[src/rtl/osd_pkg.sv]
package osd_pkg;

  typedef enum logic {
    OSD_NOISE  = 1'b0,
    OSD_DITHER = 1'b1
  } osd_mode_e;

  // Number of samples per group for a mode and a clamped p.
  function automatic int unsigned osd_grp_len(osd_mode_e m, int unsigned p);
    if (m == OSD_DITHER) return 32'd2 << p;
    return 32'd1 << (2 * p);
  endfunction

  // Decimation scaling of a completed group sum.
  function automatic logic [31:0] osd_scale(osd_mode_e m, logic [31:0] sum,
                                            int unsigned p, logic [31:0] off);
    logic [31:0] half;
    if (m == OSD_NOISE) return sum >> p;
    half = sum >> 1;
    if (half < off) return 32'd0;
    return half - off;
  endfunction

endpackage

[src/rtl/osd_ctrl.sv]
module osd_ctrl
  import osd_pkg::*;
#(
  parameter int P_MAX  = 4,
  parameter int P_IN_W = 3,
  parameter int OUT_W  = 16,
  parameter int CNT_W  = 10
) (
  input  logic              clk,
  input  logic              rst_n,
  input  logic              start_i,
  input  logic              smp_valid_i,
  input  logic [P_IN_W-1:0] p_i,
  input  osd_mode_e         mode_i,
  input  logic [OUT_W-1:0]  off_i,
  output logic              busy_o,
  output logic              launch_o,
  output logic              ovr_hit_o,
  output logic              take_o,
  output logic              last_o,
  output logic [CNT_W-1:0]  cnt_o,
  output logic [CNT_W-1:0]  len_m1_o,
  output logic [P_IN_W-1:0] p_q_o,
  output osd_mode_e         mode_q_o,
  output logic [OUT_W-1:0]  off_q_o,
  output logic              overrun_o
);

  logic              busy_q;
  logic [CNT_W-1:0]  cnt_q;
  logic [CNT_W-1:0]  len_m1_q;
  logic [P_IN_W-1:0] p_q;
  osd_mode_e         mode_q;
  logic [OUT_W-1:0]  off_q;
  logic              ovr_q;

  logic [P_IN_W-1:0] p_eff;
  logic [CNT_W-1:0]  len_m1_d;

  assign p_eff    = (p_i > P_IN_W'(P_MAX)) ? P_IN_W'(P_MAX) : p_i;
  assign len_m1_d = CNT_W'(osd_grp_len(mode_i, 32'(p_eff)) - 32'd1);

  assign launch_o  = start_i & ~busy_q;
  assign ovr_hit_o = start_i & busy_q;
  assign take_o    = busy_q & smp_valid_i;
  assign last_o    = take_o & (cnt_q == len_m1_q);

  always_ff @(posedge clk) begin
    if (!rst_n) begin
      busy_q   <= 1'b0;
      cnt_q    <= '0;
      len_m1_q <= '0;
      p_q      <= '0;
      mode_q   <= OSD_NOISE;
      off_q    <= '0;
      ovr_q    <= 1'b0;
    end else begin
      if (launch_o) begin
        busy_q   <= 1'b1;
        cnt_q    <= '0;
        len_m1_q <= len_m1_d;
        p_q      <= p_eff;
        mode_q   <= mode_i;
        off_q    <= off_i;
      end else begin
        if (last_o) busy_q <= 1'b0;
        if (take_o && !last_o) cnt_q <= cnt_q + 1'b1;
      end
      if (ovr_hit_o) ovr_q <= 1'b1;
    end
  end

  assign busy_o    = busy_q;
  assign cnt_o     = cnt_q;
  assign len_m1_o  = len_m1_q;
  assign p_q_o     = p_q;
  assign mode_q_o  = mode_q;
  assign off_q_o   = off_q;
  assign overrun_o = ovr_q;

endmodule

[src/rtl/osd_accum.sv]
module osd_accum #(
  parameter int DATA_W = 12,
  parameter int ACC_W  = 20
) (
  input  logic              clk,
  input  logic              rst_n,
  input  logic              clear_i,
  input  logic              take_i,
  input  logic [DATA_W-1:0] data_i,
  output logic [ACC_W-1:0]  sum_next_o
);

  logic [ACC_W-1:0] acc_q;

  assign sum_next_o = acc_q + ACC_W'(data_i);

  always_ff @(posedge clk) begin
    if (!rst_n)       acc_q <= '0;
    else if (clear_i) acc_q <= '0;
    else if (take_i)  acc_q <= sum_next_o;
  end

endmodule

[src/rtl/osd_outreg.sv]
module osd_outreg
  import osd_pkg::*;
#(
  parameter int ACC_W  = 20,
  parameter int OUT_W  = 16,
  parameter int P_IN_W = 3
) (
  input  logic              clk,
  input  logic              rst_n,
  input  logic              fire_i,
  input  logic [ACC_W-1:0]  sum_i,
  input  osd_mode_e         mode_i,
  input  logic [P_IN_W-1:0] p_i,
  input  logic [OUT_W-1:0]  off_i,
  output logic              valid_o,
  output logic [OUT_W-1:0]  data_o
);

  logic [OUT_W-1:0] scaled;

  assign scaled = OUT_W'(osd_scale(mode_i, 32'(sum_i), 32'(p_i), 32'(off_i)));

  always_ff @(posedge clk) begin
    if (!rst_n) begin
      valid_o <= 1'b0;
      data_o  <= '0;
    end else begin
      valid_o <= fire_i;
      if (fire_i) data_o <= scaled;
    end
  end

endmodule

[src/rtl/osd_decimator.sv]
module osd_decimator
  import osd_pkg::*;
#(
  parameter  int DATA_W = 12,
  parameter  int P_MAX  = 4,
  parameter  int P_IN_W = 3,
  localparam int OUT_W  = DATA_W + P_MAX
) (
  input  logic              clk,
  input  logic              rst_n,
  input  logic              start_i,
  input  logic              smp_valid_i,
  input  logic [DATA_W-1:0] smp_data_i,
  input  logic [P_IN_W-1:0] extra_bits_i,
  input  logic              mode_i,
  input  logic [OUT_W-1:0]  offset_i,
  output logic              res_valid_o,
  output logic [OUT_W-1:0]  res_data_o,
  output logic              overrun_o
);

  localparam int ACC_W = DATA_W + 2 * P_MAX;
  localparam int CNT_W = 2 * P_MAX + 2;

  // Named internal events, visible to the bound checker.
  logic              busy_w;
  logic              launch_w;
  logic              ovr_hit_w;
  logic              take_w;
  logic              last_w;
  logic [CNT_W-1:0]  cnt_w;
  logic [CNT_W-1:0]  len_m1_w;
  logic [P_IN_W-1:0] p_q_w;
  osd_mode_e         mode_q_w;
  logic [OUT_W-1:0]  off_q_w;
  logic [ACC_W-1:0]  sum_next_w;

  osd_ctrl #(
    .P_MAX (P_MAX),
    .P_IN_W(P_IN_W),
    .OUT_W (OUT_W),
    .CNT_W (CNT_W)
  ) u_ctrl (
    .clk        (clk),
    .rst_n      (rst_n),
    .start_i    (start_i),
    .smp_valid_i(smp_valid_i),
    .p_i        (extra_bits_i),
    .mode_i     (osd_mode_e'(mode_i)),
    .off_i      (offset_i),
    .busy_o     (busy_w),
    .launch_o   (launch_w),
    .ovr_hit_o  (ovr_hit_w),
    .take_o     (take_w),
    .last_o     (last_w),
    .cnt_o      (cnt_w),
    .len_m1_o   (len_m1_w),
    .p_q_o      (p_q_w),
    .mode_q_o   (mode_q_w),
    .off_q_o    (off_q_w),
    .overrun_o  (overrun_o)
  );

  osd_accum #(
    .DATA_W(DATA_W),
    .ACC_W (ACC_W)
  ) u_accum (
    .clk       (clk),
    .rst_n     (rst_n),
    .clear_i   (launch_w),
    .take_i    (take_w),
    .data_i    (smp_data_i),
    .sum_next_o(sum_next_w)
  );

  osd_outreg #(
    .ACC_W (ACC_W),
    .OUT_W (OUT_W),
    .P_IN_W(P_IN_W)
  ) u_out (
    .clk    (clk),
    .rst_n  (rst_n),
    .fire_i (last_w),
    .sum_i  (sum_next_w),
    .mode_i (mode_q_w),
    .p_i    (p_q_w),
    .off_i  (off_q_w),
    .valid_o(res_valid_o),
    .data_o (res_data_o)
  );

endmodule

[config.mk]
export PLATFORM = sky130hd
export DESIGN_NAME = osd_decimator
export DESIGN_NICKNAME = d
export VERILOG_FILES = /design/src/rtl/osd_pkg.sv /design/src/rtl/osd_ctrl.sv /design/src/rtl/osd_accum.sv /design/src/rtl/osd_outreg.sv /design/src/rtl/osd_decimator.sv
export SDC_FILE = /design/constraint.sdc
export NUM_CORES = 1
export LEC_CHECK = 0
export BUFFER_PORTS_ARGS = -buffer_cell sky130_fd_sc_hd__buf_2
export CORE_MARGIN = 5
export CORE_UTILIZATION = 45
export DETAILED_ROUTE_END_ITERATION = 12
export GPL_TIMING_DRIVEN = 0
export PLACE_DENSITY_LB_ADDON = 0.08
export SLEW_MARGIN = 10
export SYNTH_ARGS = -nofsm -noshare
export SYNTH_HDL_FRONTEND = slang
export SYNTH_SLANG_ARGS = --single-unit
[constraint.sdc]
create_clock -name clk -period 5.2 [get_ports clk]
set_clock_uncertainty 0.15 [all_clocks]
set_input_delay 1.04 -clock clk [delete_from_list [all_inputs] [get_ports clk]]
set_output_delay 1.04 -clock clk [all_outputs]
set_load 0.01 [all_outputs]
# Yosys cells after proc, flatten, opt, wreduce, memory -nomap -nowiden
# Cells that the tools add are included.
[totals]
register_bits = 79
word_cells = 42
inputBits = 36
output_inout_bits = 18
[op_classes]
magnitude_cmp = 2
add_sub_neg = 4
bitwise = 6
eq_ne = 1
shifts = 3
mux = 12
n_reduce_logical = 4
[ops]
columns = ["op", "n"]
rows = [
  ["$mux 16", 4],
  ["$add 20x12->20", 1],
  ["$mux 10", 2],
  ["$shr 20x3->16", 1],
  ["$lt 19x16->1", 1],
  ["$sub 16x16->16", 1],
  ["$add 10x1->10 const B", 1],
  ["$eq 10x10->1", 1],
  ["$shl 1x4->10 const A", 1],
  ["$shl 2x3->10 const A", 1],
  ["$sub 10x1->10 const B", 1],
  ["$mux 1", 5],
  ["$and 1x1->1", 4],
  ["$gt 3x3->1 const B", 1],
  ["$mux 3", 1],
  ["$not 1->1", 2],
  ["$reduce_bool 2->1", 1],
  ["$reduce_or 2->1", 1],
  ["$logic_and 1x1->1", 1],
  ["$logic_not 1->1", 1],
]

# Logic depth before layout (Yosys ltp)
[logic_depth]
ltp_word = 6
depth_mapped = 19
mapped_depth_nobuf = 18

# Hierarchy
# From an unflattened synthesis, not the netlist that was laid out.
[hier_totals]
hier_cells = 689
area_unflattened_um2 = 5690.5
[by_module_without_submodules]
columns = ["module", "area_per_inst_um2", "cells_each", "n_inst", "seq_area_each_um2"]
rows = [
  ["osd_outreg", 2230.9, 290, 1, 340.3],
  ["osd_ctrl", 1869.3, 223, 1, 800.8],
  ["osd_accum", 1590.3, 176, 1, 400.4],
]

# Worst setup path before layout
# No wires, ideal clock.
[synth_path]
path_type = "input port to flip-flop"
start = "input port smp_data_i[6]"
end = "register u_out.data_o[9]"
n_path_buf = 1
path_slack_ns = 0.257
required_ns = 4.920
t_arrival_ns = 4.663
stages = 16
setup_ns = 0.130
cell_sequence = "ha_1 -> a2111oi_0 -> o21ai_1 -> nand2_1 -> xor2_1 -> inv_1 -> ha_1 -> a2111o_1 -> o221a_1 -> a21bo_2 -> a31oi_4 -> nor2b_1 -> o41a_1 -> buf_6 -> a32oi_2 -> o31ai_1"
[synth_between]
elab_chain_cells = 6
elab_cells_between_ends = 10
cone_classes = "add/sub (2); order compare (1); shift (1); mux (6)"
[synth_lines]
columns = ["element", "line_no", "source"]
rows = [
  ["start, declared", "osd_decimator.sv:13", "input logic [DATA_W-1:0] smp_data_i,"],
  ["$add 20x12->20 *", "osd_accum.sv:15", "assign sum_next_o = acc_q + ACC_W'(data_i);"],
  ["net sum_next_w[7]", "osd_decimator.sv:36", "logic [ACC_W-1:0] sum_next_w;"],
  ["$lt 19x16->1 / $shr 20x3->16 (equally long branches)", "osd_pkg.sv:20, osd_pkg.sv:18", ""],
  ["$mux 1 / $mux 16 (equally long branches)", "osd_pkg.sv:20, osd_pkg.sv:18", ""],
  ["$mux 1 / $mux 16 (equally long branches)", "osd_pkg.sv:19, osd_pkg.sv:20", ""],
  ["$mux 16", "osd_pkg.sv:21", "return half - off;"],
  ["$mux 16 *", "osd_pkg.sv:19", "half = sum >> 1;"],
  ["end signal, assigned", "osd_outreg.sv:29", "if (fire_i) data_o <= scaled;"],
  ["end, declared", "osd_outreg.sv:16", "output logic [OUT_W-1:0] data_o"],
]
# The timed path passes the listed nets; every way through them passes the cells marked *. The select of a mux whose other input is x is not followed.
# A chain may end at the register's enable or synchronous reset.

# Final worst setup path
[layout_path]
start = "input port smp_data_i[0]"
end = "register u_out.data_o[9]"
# The elaborated chain is that of the path after synthesis.

==> flow_metrics.tcl <==
set metrics [dict create \
    synth.distinct_cells 70 \
    utilization_pct 52.46 \
    dieWidth_um 120.1 \
    criticalPathCategory "in -> reg" \
    setup_viol 0 \
    route.vias.total 5341 \
    cts.path.max_buffers 2 \
    met2_length_um 7423 \
    synth_edf_count 0 \
    areaGrowthSynthToFinish_pct 14.94 \
    drtPass1Iterations 5 \
    fin_ws_ns 0.2078 \
    drc_errors 0 \
    cts_hold_buf 0 \
    num_antenna_cells 0 \
    path_clk_slew_ns 0.06 \
    tightest_slew_ns 0.6466 \
    core_area_sq_um 11960 \
    yosysSeqAreaShare_pct 28.97 \
    final_antenna_net_count 0 \
    max_freq_mhz 200.3 \
    hold_end "u_ctrl.off_q_o[5]" \
    synth-seq-cells 79 \
    syn_area_per_cell_sq_um 7.582 \
    maxSlewHeadroom_pct 56.58 \
    cp.arrival_ns 5.06 \
    antenna_found_initial 0 \
    final_cell_mix "nand2_1 (109), dfxtp_1 (79), a21oi_1 (71), nor2_1 (63), buf_2 (52)" \
    grt-ovfl-total 0 \
    slew_viol_final 0 \
    layout_commonest_cell "nand2_1" \
    dieArea_sq_um 14430 \
    syn_area_sq_um 5459 \
    reg2reg_depth 18 \
    pre_cts_ws_ns -0.4942 \
    ir_worst_vdd_uv 214.1 \
    power_leakage_nw 2.409 \
    grt_usage_pct 22.18 \
    grt_max_degree 13 \
    met1Wirelength_um 7035 \
    grt_pass1_wl_um 25550 \
    cts_tree "built" \
    async_flop_share_pct 0 \
    power_frac_seq_pct 39.4 \
    min_from "u_ctrl.off_q_o[5]" \
    rsz0062_at_grt "no" \
    swShare_pct 31.05 \
    yosysWarnings 0 \
    syn-num-nets 788 \
    cts_root_buf "clkbuf_16" \
    timing.rr.end "u_out.data_o[9]" \
    wire_per_inst_um 16.68 \
    totalWireLength_um 15620 \
    cts_made_buffers 9 \
    p_comb_share_pct 25.1 \
    syn_inst 720 \
    cts_sinks 79 \
    clock_latency_ns 0.35 \
    status "completed" \
    whs_path_depth 2 \
    dr_wl_met3_um 739 \
    ys.flop_type "dfxtp_1" \
    grt_pass1_vias 5052 \
    p_total_w 0.001639 \
    drt_iter0_drc 422 \
    start_util_pct 45.64 \
    ios 54 \
    die_y_um 120.1 \
    rrSetupSlack_ns 0.65 \
    post-dp-hpwl_um 12120 \
    post-route-period-util_pct 96.00 \
    reg2reg_from "u_accum.acc_q[0]" \
    critPathMaxFanout 10 \
    routabilityCongestion 0.9358 \
    startpoint_type "primary input" \
    period_needed_ns 4.992 \
    maxCapViolations 0 \
    finalHoldViolations 0 \
    port_buffers 51 \
    vias_per_cell 5.706 \
    top_layer "met4" \
    hold_class "reg -> reg" \
    drive_gt1_share_pct 12.67 \
    critPathCaptureType "flop" \
    p_sw_w 0.0005089 \
    p_clk_share_pct 35.5 \
    p_int_w 0.001130 \
    worstPathRequired_ns 5.27 \
    num_rows 40 \
    power_density_nw_per_um2 261.2 \
    htreeDepth 3 \
    nets 853 \
]
Yosys cell counts, types with 3 or more instances:
library cell  number  share of area [%]
or3_1              7               0.80
nand3_1           13                1.2
and3_1             6               0.69
a21o_1             8                1.1
dfxtp_1           79                 29
o31ai_1            5               0.69
o21ai_0           47                4.3
mux2_2             3               0.62
mux2i_1           13                2.4
a211oi_1          12                1.7
clkbuf_1          35                2.4
nand3b_1           3               0.41
xnor2_1           31                5.0
inv_1             32                2.2
nand2_1          110                7.6
a32oi_1            3               0.48
a221oi_1           3               0.48
nand2b_1          11                1.3
xor2_1            20                3.2
a41oi_1            4               0.64
nor2_1            63                4.3
buf_1              3               0.21
nor3_1             9               0.83
nor2b_1            6               0.69
o21a_1             8                1.1
a21oi_1           72                6.6
nand4_1           11                1.3
a311oi_1           5               0.80
ha_1              30                6.9
a31oi_1            5               0.57
o211ai_1           6               0.83
and2_1             6               0.69
o21ai_1            3               0.27
a21bo_2            3               0.55
routing by layer:
metal | vias up | GRT usage [%]
met1 | 2496 | 28.46
li1 | 2679 | -
met5 | - | 0
met3 | 25 | 3.393
met4 | 0 | 9.449
met2 | 141 | 36.95
repair_timing:
item / 4_1_cts / 5_1_grt
endpoints found under the setup margin: 9 / 15
setup buffers: 1 / 2
pin swaps: 1 / 3
endpoints found under the hold margin: 0 / 0
resized for setup: 7 / 9
per-stage QoR:
step | TNS [ns] | instances | cell area, sq um | hold WS, ns
global route | 0 | 936 | 6275 | 0.3219
global placement | -5.436 | 918 | 5898 | 0.2937
finish | 0 | 936 | 6275 | 0.3059
floorplan | 0 | 720 | 5459 | 0.2863
detailed placement | -5.685 | 918 | 5898 | 0.2979
CTS | 0 | 934 | 6211 | 0.3061
power by group through the flow:
stage | Clock [W] | Combinational, W | Sequential [W]
3_5_place_dp | 0 | 0.000394 | 0.000660
2_1_floorplan | 0 | 0.000291 | 0.000657
6_report | 0.000581 | 0.000412 | 0.000646
3_3_place_gp | 0 | 0.000389 | 0.000659
4_1_cts | 0.000598 | 0.000403 | 0.000646
5_1_grt | 0.000624 | 0.000458 | 0.000649
worst max-delay path by stage:
stage                  start          endpoint  slack [ns]  depth (start not counted)
6_report       smp_data_i[0]   u_out.data_o[9]        0.21                         19
5_1_grt        smp_data_i[0]  u_out.data_o[10]        0.02                         20
4_1_cts        smp_data_i[6]   u_out.data_o[9]        0.02                         17
3_5_place_dp   smp_data_i[0]   u_out.data_o[9]       -0.49                         19
3_3_place_gp   smp_data_i[0]   u_out.data_o[9]       -0.47                         19
2_1_floorplan  smp_data_i[6]   u_out.data_o[9]        0.26                         16
critical path: stages:
cell and delay, ns:
buf_2 0.08, ha_1 0.18, inv_1 0.06, fa_1 0.39
nand2b_1 0.18, a21o_1 0.20, nor2b_1 0.19, o21ai_2 0.20
xor2_2 0.32, ha_1 0.36, and3_1 0.25, and3_1 0.19
a21bo_2 0.24, a31oi_4 0.20, nor2b_1 0.07, o41a_1 0.44
buf_6 0.20, a32oi_2 0.17, o31ai_1 0.09
sequential cells by signal, summed over array words and instances, names as in the netlist:
register	cells
u_ctrl.mode_q_o	1
u_accum.acc_q	20
u_ctrl.p_q_o	3
u_ctrl.len_m1_o	10
u_out.valid_o	1
u_ctrl.busy_o	1
u_ctrl.off_q_o	16
u_ctrl.cnt_o	10
u_ctrl.overrun_o	1
u_out.data_o	16
cells by family (layout without fill, tap and decap cells):
family	Yosys count	after routing	share of synthesized area [%]
DFF	79	79	28.97
and+or+nand+nor	255	255	21.04
muxes	18	18	3.827
buffers and inverters	74	143	5.295
xor gates and xnor gates	51	51	8.182
AOI/OAI and AO/OA	211	211	25.08
adders and majority gates	32	32	7.609
final cells by class:
| class | instances | area (sq um) |
|---|---|---|
| fillers | 1214 | 5687 |
| multi-input cells | 567 | 3677 |
| flip-flops and latches | 79 | 1582 |
| repair buffers | 54 | 277.8 |
| clock buffers | 11 | 242.7 |
| well taps | 147 | 183.9 |
| plain buffers | 42 | 168.9 |
| inverters | 32 | 120.1 |
| clock inverters | 4 | 22.52 |
No activity file was read; power rests on OpenSTA's default activity.
